<file path="src/rtl/isp_guard_pkg.sv">
package isp_guard_pkg;

    localparam logic [3:0] CMD_READ   = 4'h0;
    localparam logic [3:0] CMD_PROG   = 4'h1;
    localparam logic [3:0] CMD_PERASE = 4'h2;

    localparam int NUM_WIN = 4;
    localparam int WIN_APP = 0;
    localparam int WIN_LDR = 1;
    localparam int WIN_SPR = 2;
    localparam int WIN_CFG = 3;

    // control bits, bit 0 is the lowest member
    typedef struct packed {
        logic ldr_upd;   // bit 5
        logic cfg_upd;   // bit 4
        logic app_upd;   // bit 3
        logic spr_upd;   // bit 2
        logic boot_ldr;  // bit 1
        logic isp_on;    // bit 0
    } ctl_t;

    typedef struct packed {
        logic bad_cmd;
        logic bad_addr;
        logic self_app;
        logic self_ldr;
        logic cfg_locked;
        logic spr_locked;
        logic spr_secure;
        logic dbg_erase;
        logic low_volt;
    } fail_t;

    function automatic logic in_win(input logic [31:0] a,
                                    input logic [31:0] base,
                                    input logic [31:0] size);
        return (a >= base) && (a < base + size);
    endfunction

    function automatic logic cmd_known(input logic [3:0] c);
        return (c == CMD_READ) || (c == CMD_PROG) || (c == CMD_PERASE);
    endfunction

endpackage

</file>
<file path="src/rtl/isp_permit.sv">
module isp_permit
    import isp_guard_pkg::*;
#(
    parameter int          FA_W     = 20,
    parameter logic [31:0] APP_BASE = 32'h0000_0000,
    parameter logic [31:0] APP_SIZE = 32'h0001_0000,
    parameter logic [31:0] LDR_BASE = 32'h0001_0000,
    parameter logic [31:0] LDR_SIZE = 32'h0000_1000,
    parameter logic [31:0] SPR_BASE = 32'h0001_1000,
    parameter logic [31:0] SPR_SIZE = 32'h0000_0200,
    parameter logic [31:0] CFG_BASE = 32'h0001_2000,
    parameter logic [31:0] CFG_SIZE = 32'h0000_0020
) (
    input  ctl_t             ctl,
    input  logic [3:0]       cmd,
    input  logic [FA_W-1:0]  addr,
    input  logic             spare_secured,
    input  logic             lock_mode,
    input  logic             dbg_attached,
    input  logic             brown_out,
    output fail_t            why,
    output logic             permit
);
    localparam logic [31:0] WBASE [NUM_WIN] = '{APP_BASE, LDR_BASE, SPR_BASE, CFG_BASE};
    localparam logic [31:0] WSIZE [NUM_WIN] = '{APP_SIZE, LDR_SIZE, SPR_SIZE, CFG_SIZE};

    logic [NUM_WIN-1:0] hit;
    logic [31:0]        a_ext;
    logic               modify;

    assign a_ext = 32'(addr);

    for (genvar i = 0; i < NUM_WIN; i++) begin : g_win
        assign hit[i] = in_win(a_ext, WBASE[i], WSIZE[i]);
    end

    assign modify = (cmd == CMD_PROG) || (cmd == CMD_PERASE);

    always_comb begin
        why            = '0;
        why.bad_cmd    = !cmd_known(cmd);
        why.bad_addr   = !(|hit);
        why.self_app   = modify && hit[WIN_APP] && !ctl.boot_ldr && !ctl.app_upd;
        why.self_ldr   = modify && hit[WIN_LDR] &&  ctl.boot_ldr && !ctl.ldr_upd;
        why.cfg_locked = modify && hit[WIN_CFG] && !ctl.cfg_upd;
        why.spr_locked = modify && hit[WIN_SPR] && !ctl.spr_upd;
        why.spr_secure = (cmd == CMD_PROG) && hit[WIN_SPR] && spare_secured;
        why.dbg_erase  = (cmd == CMD_PERASE) && lock_mode && dbg_attached;
        why.low_volt   = modify && brown_out;
    end

    assign permit = ~|why;

endmodule

</file>
<file path="src/rtl/isp_ctl_regs.sv">
module isp_ctl_regs
    import isp_guard_pkg::*;
(
    input  logic  clk,
    input  logic  rst,
    input  logic  wr_en,
    input  logic  unlocked,
    input  ctl_t  wr_ctl,
    input  logic  wr_clr,
    input  logic  hw_fail,
    output ctl_t  ctl,
    output logic  fail_flag
);
    logic wr_ok;
    assign wr_ok = wr_en && unlocked;

    always_ff @(posedge clk) begin
        if (rst) begin
            ctl       <= '0;
            fail_flag <= 1'b0;
        end else begin
            if (wr_ok)
                ctl <= wr_ctl;
            if (hw_fail)
                fail_flag <= 1'b1;
            else if (wr_ok && wr_clr)
                fail_flag <= 1'b0;
        end
    end


    locked_hold_chk: assert property (@(posedge clk) disable iff (rst)
        $past(!(wr_en && unlocked)) |-> $stable(ctl));


    flag_clear_src_chk: assert property (@(posedge clk) disable iff (rst)
        $fell(fail_flag) |-> $past(wr_en && unlocked && wr_clr && !hw_fail));


    flag_set_src_chk: assert property (@(posedge clk) disable iff (rst)
        $rose(fail_flag) |-> $past(hw_fail));

endmodule

</file>
<file path="src/rtl/isp_launch.sv">
module isp_launch #(
    parameter int FA_W = 20
) (
    input  logic            clk,
    input  logic            rst,
    input  logic            go,
    input  logic            isp_on,
    input  logic            eng_busy,
    input  logic            permit,
    input  logic [3:0]      cmd,
    input  logic [FA_W-1:0] addr,
    output logic            fail_pulse,
    output logic            eng_start,
    output logic [3:0]      eng_cmd,
    output logic [FA_W-1:0] eng_addr
);
    logic accept;
    assign accept     = go && isp_on && !eng_busy;
    assign fail_pulse = accept && !permit;

    always_ff @(posedge clk) begin
        if (rst) begin
            eng_start <= 1'b0;
            eng_cmd   <= '0;
            eng_addr  <= '0;
        end else begin
            eng_start <= accept && permit;
            if (accept && permit) begin
                eng_cmd  <= cmd;
                eng_addr <= addr;
            end
        end
    end


    start_needs_accept_chk: assert property (@(posedge clk) disable iff (rst)
        eng_start |-> $past(go && isp_on && !eng_busy));


    start_needs_permit_chk: assert property (@(posedge clk) disable iff (rst)
        eng_start |-> $past(permit) && (eng_cmd == $past(cmd)));

endmodule

</file>
<file path="src/rtl/isp_guard.sv">
module isp_guard
    import isp_guard_pkg::*;
#(
    parameter int          REG_AW   = 4,
    parameter int          FA_W     = 20,
    parameter logic [31:0] APP_BASE = 32'h0000_0000,
    parameter logic [31:0] APP_SIZE = 32'h0001_0000,
    parameter logic [31:0] LDR_BASE = 32'h0001_0000,
    parameter logic [31:0] LDR_SIZE = 32'h0000_1000,
    parameter logic [31:0] SPR_BASE = 32'h0001_1000,
    parameter logic [31:0] SPR_SIZE = 32'h0000_0200,
    parameter logic [31:0] CFG_BASE = 32'h0001_2000,
    parameter logic [31:0] CFG_SIZE = 32'h0000_0020
) (
    input  logic              clk,
    input  logic              rst,
    input  logic              reg_wr,
    input  logic [REG_AW-1:0] reg_addr,
    input  logic [31:0]       reg_wdata,
    output logic [31:0]       reg_rdata,
    input  logic              unlocked,
    input  logic              isp_go,
    input  logic [3:0]        isp_cmd,
    input  logic [FA_W-1:0]   isp_addr,
    input  logic              spare_secured,
    input  logic              lock_mode,
    input  logic              dbg_attached,
    input  logic              brown_out,
    input  logic              eng_busy,
    output logic              eng_start,
    output logic [3:0]        eng_cmd,
    output logic [FA_W-1:0]   eng_addr
);
    localparam int CTL_W   = $bits(ctl_t);
    localparam int FLAG_B  = CTL_W;
    localparam int RSVD_W  = 32 - CTL_W - 1;

    ctl_t  ctl;
    fail_t why;
    logic  sel, permit, fail_pulse, fail_flag;
    logic  unused_wdata_hi;

    assign sel             = (reg_addr == '0);
    assign unused_wdata_hi = ^reg_wdata[31:FLAG_B+1];

    isp_ctl_regs u_regs (
        .clk       (clk),
        .rst       (rst),
        .wr_en     (reg_wr && sel),
        .unlocked  (unlocked),
        .wr_ctl    (ctl_t'(reg_wdata[CTL_W-1:0])),
        .wr_clr    (reg_wdata[FLAG_B]),
        .hw_fail   (fail_pulse),
        .ctl       (ctl),
        .fail_flag (fail_flag)
    );

    isp_permit #(
        .FA_W(FA_W),
        .APP_BASE(APP_BASE), .APP_SIZE(APP_SIZE),
        .LDR_BASE(LDR_BASE), .LDR_SIZE(LDR_SIZE),
        .SPR_BASE(SPR_BASE), .SPR_SIZE(SPR_SIZE),
        .CFG_BASE(CFG_BASE), .CFG_SIZE(CFG_SIZE)
    ) u_permit (
        .ctl           (ctl),
        .cmd           (isp_cmd),
        .addr          (isp_addr),
        .spare_secured (spare_secured),
        .lock_mode     (lock_mode),
        .dbg_attached  (dbg_attached),
        .brown_out     (brown_out),
        .why           (why),
        .permit        (permit)
    );

    isp_launch #(.FA_W(FA_W)) u_launch (
        .clk        (clk),
        .rst        (rst),
        .go         (isp_go),
        .isp_on     (ctl.isp_on),
        .eng_busy   (eng_busy),
        .permit     (permit),
        .cmd        (isp_cmd),
        .addr       (isp_addr),
        .fail_pulse (fail_pulse),
        .eng_start  (eng_start),
        .eng_cmd    (eng_cmd),
        .eng_addr   (eng_addr)
    );

    assign reg_rdata = sel ? {{RSVD_W{1'b0}}, fail_flag, ctl} : 32'h0;


    rsvd_zero_chk: assert property (@(posedge clk) disable iff (rst)
        reg_rdata[31:FLAG_B+1] == '0);


    fail_no_start_chk: assert property (@(posedge clk) disable iff (rst)
        $rose(fail_flag) |-> !eng_start);


    idle_trigger_chk: assert property (@(posedge clk) disable iff (rst)
        $rose(fail_flag) |-> $past(isp_go && ctl.isp_on && !eng_busy && (why != '0)));

endmodule

</file>
<file path="config.mk">
export PLATFORM = sky130hd
export DESIGN_NAME = isp_guard
export DESIGN_NICKNAME = d
export VERILOG_FILES = /design/src/rtl/isp_guard_pkg.sv /design/src/rtl/isp_permit.sv /design/src/rtl/isp_ctl_regs.sv /design/src/rtl/isp_launch.sv /design/src/rtl/isp_guard.sv
export SDC_FILE = /design/constraint.sdc
export NUM_CORES = 1
export LEC_CHECK = 0
export BUFFER_PORTS_ARGS = -buffer_cell sky130_fd_sc_hd__buf_2
export CAP_MARGIN = 20
export CELL_PAD_IN_SITES_DETAIL_PLACEMENT = 1
export CELL_PAD_IN_SITES_GLOBAL_PLACEMENT = 2
export CORE_MARGIN = 2
export CORE_UTILIZATION = 18
export DETAILED_ROUTE_END_ITERATION = 7
export PLACE_DENSITY = 0.71
export SYNTH_ARGS = -nofsm -noshare
export SYNTH_HDL_FRONTEND = slang
export SYNTH_SLANG_ARGS = --single-unit
</file>
<file path="constraint.sdc">
create_clock -name clk -period 1.5 [get_ports clk]
set_input_delay 0 -clock clk [delete_from_list [all_inputs] [get_ports clk]]
set_output_delay 0 -clock clk [all_outputs]
set_load 0.01 [all_outputs]
</file>
==> results by group, run 1 <==
Status
  • Status: finished with violations
  • Failing checks: setup timing

Timing
  • WHS: between 0.05 and 0.06 ns
  • Fmax: between 600 and 700 MHz
  • Fin crit period: approximately 1.6 ns
  • Final cycle utilization of the critical path: 1.06
  • RSZ-0062 raised after global routing: yes
  • Endpoints failing setup: 24
  • Setup skew after layout: 0.00937 ns
  • Hold Vio Cnt, Final: 0
  • Worst setup margin: -0.0870 ns
  • Fin Setup TNS: -1.67 ns
  • Final max-slew violation count: 0

Clock network
  • CTS sink count: 32
  • Clk root buf: clkbuf_8
  • Max clock buf depth: 2
  • Worst skew pair latency: about 0.28 ns
  • CTS Buf Count: 5
  • H-tree Lvls: 2
  • Worst-path clk slew: 0.07 ns
  • CTS tree: built

Worst setup path
  • CP arrival: around 1.8 ns
  • Critical path type: reg2reg
  • Crit-path slowest cell: o311a_1
  • Critical path required time: between 1.5 and 2 ns
  • CP endpoint kind: register
  • Startpoint Class: register
  • Max incr delay on CP: approximately 0.36 ns
  • CP Cell Sequence: nor3_4 -> a211oi_2 -> o311a_1 -> o2111a_2 -> clkbuf_16 -> mux2i_1
  • Max Fanout on Critical Path: 6

Global route
  • Global route overflow: 0
  • Largest net degree at the start of global routing: 39
  • Vias in the first global route: 1590
  • Initial antenna violation count: 0
  • GRT Util Overall: 0.0964
  • First-pass GRT wire length: between 7 and 8 mm

Synth
  • Synth warn: 0
  • Commonest cells post-synth: nand2_1, dfxtp_1, buf_4, mux2i_1, nor2_1
  • Cell area after synthesis: between 1500 and 2000 um^2
  • Async S/R FF share, synth: 0
  • Count leader, synth: nand2_1
  • Number of flops mapped to enable cells by yosys: 0
  • Ys flop type: dfxtp_1
  • Seq/Total Area, Yosys: 0.379
  • Yosys cell types: 37
  • FF+latch count, synth: 32
  • Top cells by area, synth: dfxtp_1, mux2i_1, buf_4, nand2_1, nor3b_2
  • Dominant cell type by area after synthesis: dfxtp_1
  • Yosys top cell area share: 0.379
  • Synth Instances: ~190
  • Syn Area/Cell: about 9.0 um^2

Floorplanning
  • Die X: slightly above 100 um
  • IO Pins: ~130
  • # rows: 35
  • Full die area: approximately 10000 um^2
  • Die Span Y: 101 um
  • Initial core utilization: 0.185
  • Core area: about 9000 um^2

Final layout
  • Fillers: between 1000 and 1500
  • Area growth syn-to-layout: 51.6%
  • Layout Utilization: 0.280
  • Cell area after layout: ~2600 um^2
  • Multi-input logic area: between 800 and 900 um^2
  • Final net count: 370
  • Share of cells above drive strength 1: 0.399
  • Storage element area: between 600 and 700 um^2
  • Inserted Diodes: 0
  • Finished Layout Cells: 412

Routing
  • DR vias/cell: between 3 and 4
  • Final wirelength: around 4.9 mm
  • 1st-pass router iterations: 4
  • DR iter-0 viols: 13
  • Vias post-DR: 1599
  • Antenna viol nets, final: 0
  • Wirelength per Cell: roughly 12 um
  • DR DRC count: 0

Run
  • # Max-Cap Violations: 0

Pwr
  • Clock network power share: 0.429
  • Comb power frac: 0.125
  • Total power draw: ~1.9 mW
  • LEAKAGE: 1.18 nW
  • Maximum VDD drop: around 0.35 mV
  • Sw Pwr: about 0.45 mW
  • Pwr/cell area: 745 nW/um^2
  • Sequential share of power: 0.446
  • Switching share of power: 0.234
  • Pint: about 1.5 mW

Placement
  • Post-place setup slack: -0.285 ns
  • Placed Area: approximately 2200 um^2
  • IO Port Bufs: between 70 and 80
  • Placed cells: roughly 380
  • Post-DP HPWL: roughly 3.8 mm
  • Placer Congestion: between 0.6 and 0.7

Min path
  • Hold Crit Class: in2reg
==> per-layer routing <==
metal / GRT usage / vias to the layer above / wire length (um)
met4: 0.0285 / 0 / 44
met3: 0.0305 / 4 / 344
met2: 0.168 / 62 / 2430
li1: - / 802 / -
met1: 0.113 / 731 / 2130
met5: 0 / - / 0
==> cell type report <==
type / instances / share of cell area
clock buffers: 6 / 0.0283
clock inverters: 2 / 0.0137
inverters: 3 / 0.00440
multi-input cells: 142 / 0.347
flip-flops and latches: 32 / 0.252
well taps: 111 / 0.0542
repair buffers: 116 / 0.301
==> worst max-delay path, delay by kind of cell, from the launching register on <==
family | cells | cell delay, ns
compound gates | 3 | 0.65
flops | 1 | 0.33
simple gates | 1 | 0.19
buf+inv | 1 | 0.19
mux | 1 | 0.11
==> cell families after synthesis <==
family,Yosys count,share of synthesized area
compound gates,12,0.0615
mux,25,0.148
flops,32,0.379
buf+inv,37,0.162
simple gates,79,0.241
other cells,1,0.00222
xor+xnor,1,0.00519
==> cell usage in the layout (no fill, tap or decap), drive strengths merged, types with 2 or more instances in the layout <==
| cell type | instances |
|---|---|
| a21oi | 2 |
| and2 | 7 |
| buf | 96 |
| clkbuf | 7 |
| conb | 25 |
| dfxtp | 32 |
| dlygate4sd3 | 19 |
| inv | 3 |
| mux2i | 25 |
| nand2 | 43 |
| nor2 | 10 |
| nor3 | 3 |
| nor3b | 6 |
| nor4 | 3 |
| o211ai | 2 |
==> what timing repair did <==
| item | CTS | global route |
|---|---|---|
| cloned | 0 | 1 |
| pin swaps | 3 | 2 |
| resized for setup | 4 | 2 |
| setup endpoints to repair | 24 | 26 |
| setup buffers | 1 | 0 |
| hold buffers | 19 | 0 |
| endpoints found under the hold margin | 19 | 0 |
==> power by group through the flow <==
| stage | clock, mW | sequential, mW | combinational [mW] |
|---|---|---|---|
| 3_3_place_gp | 0 | 0.871 | 0.196 |
| 3_5_place_dp | 0 | 0.871 | 0.199 |
| 5_1_grt | 0.897 | 0.851 | 0.268 |
| 4_1_cts | 0.866 | 0.851 | 0.238 |
| 6_report | 0.818 | 0.852 | 0.239 |
| 2_1_floorplan | 0 | 0.871 | 0.134 |
==> registers in the layout (all words and copies together), names as in the netlist <==
register / count
u_launch.eng_addr: 20
u_regs.fail_flag: 1
u_launch.eng_cmd: 4
u_launch.eng_start: 1
u_regs.ctl: 6
==> worst paths after layout <==
kind	startpoint	cells past startpoint	to	slack, ns
worst max register to register	u_regs.ctl[3]$_SDFFE_PP0P_	6	u_launch.eng_addr[7]$_SDFFE_PP0P_	-0.09
worst min-delay path	reg_wdata[6]	3	u_regs.fail_flag$_SDFFE_PP0P_	0.06
worst max-delay path	u_regs.ctl[3]$_SDFFE_PP0P_	6	u_launch.eng_addr[7]$_SDFFE_PP0P_	-0.09
worst min register to register	u_launch.eng_addr[10]$_SDFFE_PP0P_	2	u_launch.eng_addr[10]$_SDFFE_PP0P_	0.46
No activity file was read; power rests on OpenSTA's default activity.
==> run 2: changes to the inputs <==
==> constraint.sdc (replaced) <==
create_clock -name clk -period 1.5 [get_ports clk]
set_input_delay 0.075 -clock clk [delete_from_list [all_inputs] [get_ports clk]]
set_output_delay 0.075 -clock clk [all_outputs]
set_load 0.01 [all_outputs]
==> run 2 against run 1 <==
  * Non-clock buffer count decreased by 17
  * Core utilization shrank 1.9 points
  * Cell count shrank 4.1%
  * The flow still finishes with violations (setup timing)
  * Register-to-register slack barely moved
  * Largest power group unchanged
  * Critical path type unchanged
==> results by group, run 2 (same netlist as run 1, synthesis figures left out) <==
Global route
  • Global route overflow: 0
  • First-pass GRT wire length: between 7 and 8 mm
  • GRT Util Overall: 0.0929
  • Vias in the first global route: between 1500 and 2000
  • Initial antenna violation count: 0
  • Largest net degree at the start of global routing: 39

Floorplanning
  • Core area: 9150 um^2
  • IO Pins: 127
  • Initial core utilization: 0.185
  • Die X: just over 100 um
  • Full die area: a little over 10000 um^2
  • Die Span Y: just over 100 um
  • # rows: 35

Pwr
  • Pwr/cell area: about 790 nW/um^2
  • Pint: approximately 1.4 mW
  • Maximum VDD drop: 0.335 mV
  • LEAKAGE: ~1.1 nW
  • Clock network power share: 0.437
  • Sw Pwr: between 0.4 and 0.5 mW
  • Sequential share of power: 0.454
  • Comb power frac: 0.109
  • Switching share of power: 0.237

Final layout
  • Share of cells above drive strength 1: 0.426
  • Max FFs per register: 20
  • Inserted Diodes: 0
  • Biggest register: u_launch.eng_addr
  • Cell area after layout: between 2000 and 2500 um^2
  • Commonest non-fill, non-tap cell in the layout: buf_2
  • Area growth syn-to-layout: 41.4%
  • Final net count: about 350
  • Biggest regs: u_launch.eng_addr: 20 flops, u_regs.ctl: 6 flops, u_launch.eng_cmd: 4 flops
  • Commonest non-fill, non-tap cells in the layout: buf_2, nand2_1, dfxtp_1

Status
  • Failing checks: setup timing
  • Status: finished with violations

Routing
  • DR vias/cell: between 3 and 4
  • Vias post-DR: ~1500
  • DR DRC count: 0
  • DR iter-0 viols: 37
  • Final wirelength: 4.80 mm
  • Antenna viol nets, final: 0
  • 1st-pass router iterations: 4
  • Wirelength per Cell: between 10 and 15 um

Clock network
  • H-tree Lvls: 2
  • Worst-path clk slew: approximately 0.060 ns
  • CTS tree: built
  • Worst skew pair latency: about 0.28 ns
  • CTS Buf Count: 5
  • Clk root buf: clkbuf_8
  • CTS sink count: 32
  • Max clock buf depth: 2

Placement
  • IO Port Bufs: 76
  • Placer Congestion: just over 0.7
  • Placed Area: about 2200 um^2
  • Post-DP HPWL: 3.85 mm

Timing
  • Final cycle utilization of the critical path: 1.06
  • Hold Vio Cnt, Final: 0
  • Fin crit period: roughly 1.6 ns
  • Endpoints failing setup: 24
  • RSZ-0062 raised after global routing: yes
  • Worst setup margin: -0.0868 ns
  • Fmax: approximately 630 MHz
  • WHS: 0.0242 ns
  • Setup skew after layout: approximately 0.0060 ns
  • Final max-slew violation count: 0

Min path
  • Hold Crit Class: in2reg
  • HP Start: reg_wdata[4]
  • Min-Delay Endpoint: u_regs.ctl[4]$_SDFFE_PP0P_
  • WHS Path Cells: 3

Worst setup path
  • Worst r2r path cells: 6
  • CP endpoint kind: register
  • Max Fanout on Critical Path: 9
  • Startpoint Class: register
  • RR Startpoint: u_regs.ctl[1]$_SDFFE_PP0P_
  • CP arrival: 1.76 ns
  • Critical R2R Capture: u_launch.eng_addr[6]$_SDFFE_PP0P_
  • Reg2Reg Setup Slack: -0.09 ns
  • Critical path type: reg2reg
  • Critical path required time: about 1.7 ns

Run
  • # Max-Cap Violations: 0
run 2: power groups by stage:
stage                     Sequential [mW]  Clock [mW]  Combinational (mW)
final                               0.852       0.821               0.204
after global routing                0.851       0.890               0.229
after CTS                           0.851       0.857               0.203
after detailed placement            0.871           0               0.202
after global placement              0.871           0               0.201
after floorplan                     0.871           0               0.134
run 2: timing repair:
item / CTS / global route
resized for setup: 4 / 2
pin swaps: 4 / 2
buffers inserted: 0 / 0
cloned: 1 / 0
hold buffers: 0 / 0
endpoints found under the hold margin: 0 / 0
endpoints found under the setup margin: 24 / 24
run 2: layout make-up:
type | count | area, um^2
Clock buffer | 5 | 68.8
Clock inverter | 3 | 42.5
Fill cell | 1098 | 6760
Inverter | 3 | 11.3
Multi-Input combinational cell | 142 | 882
Sequential cell | 32 | 643
Tap cell | 111 | 139
Timing Repair Buffer | 99 | 602
run 2: worst max-delay path: stages (launching register included):
cell,delay [ns]
dfxtp_2,0.34
nor3_4,0.20
a211oi_2,0.09
o311a_1,0.37
o2111a_2,0.20
buf_12,0.17
mux2i_1,0.11
run 2: worst max path at each step:
stage | from | endpoint | slack (ns) | cells past startpoint
2_1_floorplan | isp_addr[12] | u_launch.eng_addr[10]$_SDFFE_PP0P_ | -0.06 | 7
3_3_place_gp | isp_addr[5] | u_launch.eng_addr[7]$_SDFFE_PP0P_ | -0.30 | 8
3_5_place_dp | isp_addr[5] | u_launch.eng_addr[3]$_SDFFE_PP0P_ | -0.34 | 8
4_1_cts | u_regs.ctl[3]$_SDFFE_PP0P_ | u_launch.eng_addr[6]$_SDFFE_PP0P_ | -0.09 | 6
5_1_grt | u_regs.ctl[1]$_SDFFE_PP0P_ | u_launch.eng_addr[3]$_SDFFE_PP0P_ | -0.17 | 6
6_report | u_regs.ctl[1]$_SDFFE_PP0P_ | u_launch.eng_addr[6]$_SDFFE_PP0P_ | -0.09 | 6
run 2: per-stage QoR:
stage | worst slack, ns | total power, mW | TNS [ns] | std cells | util
5_1_grt | -0.172 | 1.97 | -3.85 | 395 | 0.261
4_1_cts | -0.0944 | 1.91 | -1.99 | 395 | 0.260
2_1_floorplan | -0.0558 | 1.01 | -0.927 | 211 | -
6_report | -0.0868 | 1.88 | -1.83 | 395 | 0.261
3_3_place_gp | -0.305 | 1.07 | -7.34 | 386 | 0.244
3_5_place_dp | -0.342 | 1.07 | -7.98 | 386 | 0.244
run 2: routing by layer:
metal / routed length, um / vias to the layer above / global-route usage
li1: - / 765 / -
met3: 349 / 5 / 0.0312
met4: 53 / 0 / 0.0221
met5: 0 / - / 0
met1: 2240 / 708 / 0.115
met2: 2150 / 70 / 0.155
==> run 3: changes to the inputs <==
--- a/config.mk
+++ b/config.mk
@@ -12,7 +12,7 @@
 export CORE_MARGIN = 2
 export CORE_UTILIZATION = 18
 export DETAILED_ROUTE_END_ITERATION = 7
-export PLACE_DENSITY = 0.71
+export PLACE_DENSITY = 0.83
 export SYNTH_ARGS = -nofsm -noshare
 export SYNTH_HDL_FRONTEND = slang
 export SYNTH_SLANG_ARGS = --single-unit
==> run 3 against run 2 <==
  * Total power fell by 9.4%
  * Design area is 3.1% lower
  * The run still ends with setup timing left
  * Global-route usage rose by 0.15 points
  * Critical path type unchanged
==> results by group, run 3 (same netlist as run 1, synthesis figures left out) <==
Pwr
  • Pwr/cell area: about 730 nW/um^2
  • Maximum VDD drop: between 0.2 and 0.25 mV
  • Sw Pwr: about 0.44 mW
  • Pint: roughly 1.3 mW
  • Switching share of power: 0.261
  • Sequential share of power: 0.501
  • Comb power frac: 0.121
  • Clock network power share: 0.378
  • LEAKAGE: about 1.1 nW

Timing
  • Hold Vio Cnt, Final: 0
  • Fin crit period: around 1.6 ns
  • Setup skew after layout: ~0.0044 ns
  • Endpoints failing setup: 24
  • Fmax: roughly 640 MHz
  • Worst setup margin: -0.0657 ns
  • Final cycle utilization of the critical path: 1.04
  • RSZ-0062 raised after global routing: yes
  • WHS: 0.0328 ns
  • Final max-slew violation count: 0

Global route
  • Initial antenna violation count: 0
  • Grt met3 use: 0.0298
  • GRT met1 Usage: 0.114
  • Largest net degree at the start of global routing: 40
  • Global route overflow: 0
  • Vias in the first global route: around 1500
  • Global Route met2 Usage: 0.161
  • Most used routing layer: met2
  • GRT Util Overall: 0.0944
  • First-pass GRT wire length: about 7.4 mm

Worst setup path
  • Startpoint Class: register
  • CP Cell Sequence: nor3_2 -> a21oi_1 -> o311a_1 -> o2111a_2 -> buf_12 -> nor3b_4
  • Crit-path slowest cell: o311a_1
  • Critical path type: reg2reg
  • CP Buf/Inv Count: 1
  • Max Fanout on Critical Path: 17
  • Max incr delay on CP: around 0.36 ns
  • CP endpoint kind: register
  • CP delay by family, top: compound AO/OA/AOI/OAI gates
  • Critical path required time: ~1.7 ns
  • Reg2Reg Setup Slack: -0.07 ns
  • CP arrival: 1.77 ns

Final layout
  • Max FFs per register: 20
  • Finished Layout Cells: just under 400
  • Biggest register: u_launch.eng_addr
  • Biggest regs: u_launch.eng_addr: 20 flops, u_regs.ctl: 6 flops, u_launch.eng_cmd: 4 flops
  • Inserted Diodes: 0
  • Share of cells above drive strength 1: 0.416
  • Area growth syn-to-layout: 37.0%
  • Commonest non-fill, non-tap cells in the layout: buf_2, nand2_1, dfxtp_1
  • Final net count: around 350
  • Commonest non-fill, non-tap cell in the layout: buf_2

Status
  • Status: finished with violations
  • Failing checks: setup timing

Placement
  • Placed cells: between 300 and 400
  • Post-DP HPWL: 3.83 mm
  • IO Port Bufs: 76
  • Placer Congestion: just under 0.8

Clock network
  • CTS tree: built
  • H-tree Lvls: 2
  • Worst-path clk slew: 0.07 ns
  • Clk root buf: clkbuf_8
  • CTS sink count: 32
  • Max clock buf depth: 2
  • # hold bufs at CTS: 0
  • CTS Buf Count: 5
  • Worst skew pair latency: around 0.28 ns

Floorplanning
  • Full die area: a little over 10000 um^2
  • Die X: between 100 and 150 um
  • Die Span Y: between 100 and 150 um
  • # rows: 35
  • IO Pins: about 130
  • Core area: a little over 9000 um^2
  • Initial core utilization: 0.185

Routing
  • Wirelength per Cell: ~12 um
  • DR vias/cell: between 3 and 4
  • DR iter-0 viols: 20
  • Final wirelength: 4.71 mm
  • Antenna viol nets, final: 0
  • 1st-pass router iterations: 3
  • DR DRC count: 0
  • Vias post-DR: around 1500

Min path
  • Hold Crit Class: in2reg

Run
  • # Max-Cap Violations: 0
==> run 3: worst min-delay path, stage by stage <==
cell	delay, ns
buf_2	0.09
nand2_1	0.04
mux2i_1	0.05
==> run 3: final timing paths <==
kind,startpoint,to,cells past startpoint
max,u_regs.ctl[3]$_SDFFE_PP0P_,u_launch.eng_addr[17]$_SDFFE_PP0P_,6
min,isp_addr[1],u_launch.eng_addr[1]$_SDFFE_PP0P_,3
max reg2reg,u_regs.ctl[3]$_SDFFE_PP0P_,u_launch.eng_addr[17]$_SDFFE_PP0P_,6
min reg2reg,u_launch.eng_addr[4]$_SDFFE_PP0P_,u_launch.eng_addr[4]$_SDFFE_PP0P_,2
==> run 3: power groups by stage <==
stage          logic, mW  registers [mW]  clock network (mW)
3_5_place_dp       0.206           0.871                   0
2_1_floorplan      0.134           0.871                   0
4_1_cts            0.208           0.851               0.687
3_3_place_gp       0.204           0.871                   0
6_report           0.206           0.851               0.642
5_1_grt            0.234           0.851               0.714
==> run 3: per-stage QoR <==
step	area, um^2	TNS, ns	worst slack (ns)	power [mW]	util
floorplan	1790	-0.927	-0.0558	1.01	-
global placement	2220	-4.76	-0.211	1.07	0.242
detailed placement	2220	-6.13	-0.256	1.08	0.242
CTS	2300	-1.34	-0.0713	1.75	0.251
global route	2310	-2.88	-0.143	1.80	0.253
finish	2310	-1.30	-0.0657	1.70	0.253
==> run 3: area by class of cell <==
cell class                      instances  area [um^2]
Multi-Input combinational cell        142          877
Tap cell                              111          139
Sequential cell                        32          643
Fill cell                            1105         6840
Clock inverter                          2         12.5
Inverter                                3         11.3
Clock buffer                            5         68.8
Timing Repair Buffer                   97          563
==> run 3: metal layers <==
metal | up-vias | share of wire | wire length [um]
li1 | 762 | - | -
met1 | 686 | 0.44 | 2070
met2 | 74 | 0.47 | 2200
met3 | 2 | 0.088 | 415
met4 | 0 | 0.0049 | 23
met5 | - | 0 | 0
==> run 3: timing repair <==
action	in CTS	in global routing
buffers inserted	0	1
cloned	0	0
setup endpoints to repair	24	24
pin swaps	1	1
resized for setup	0	2
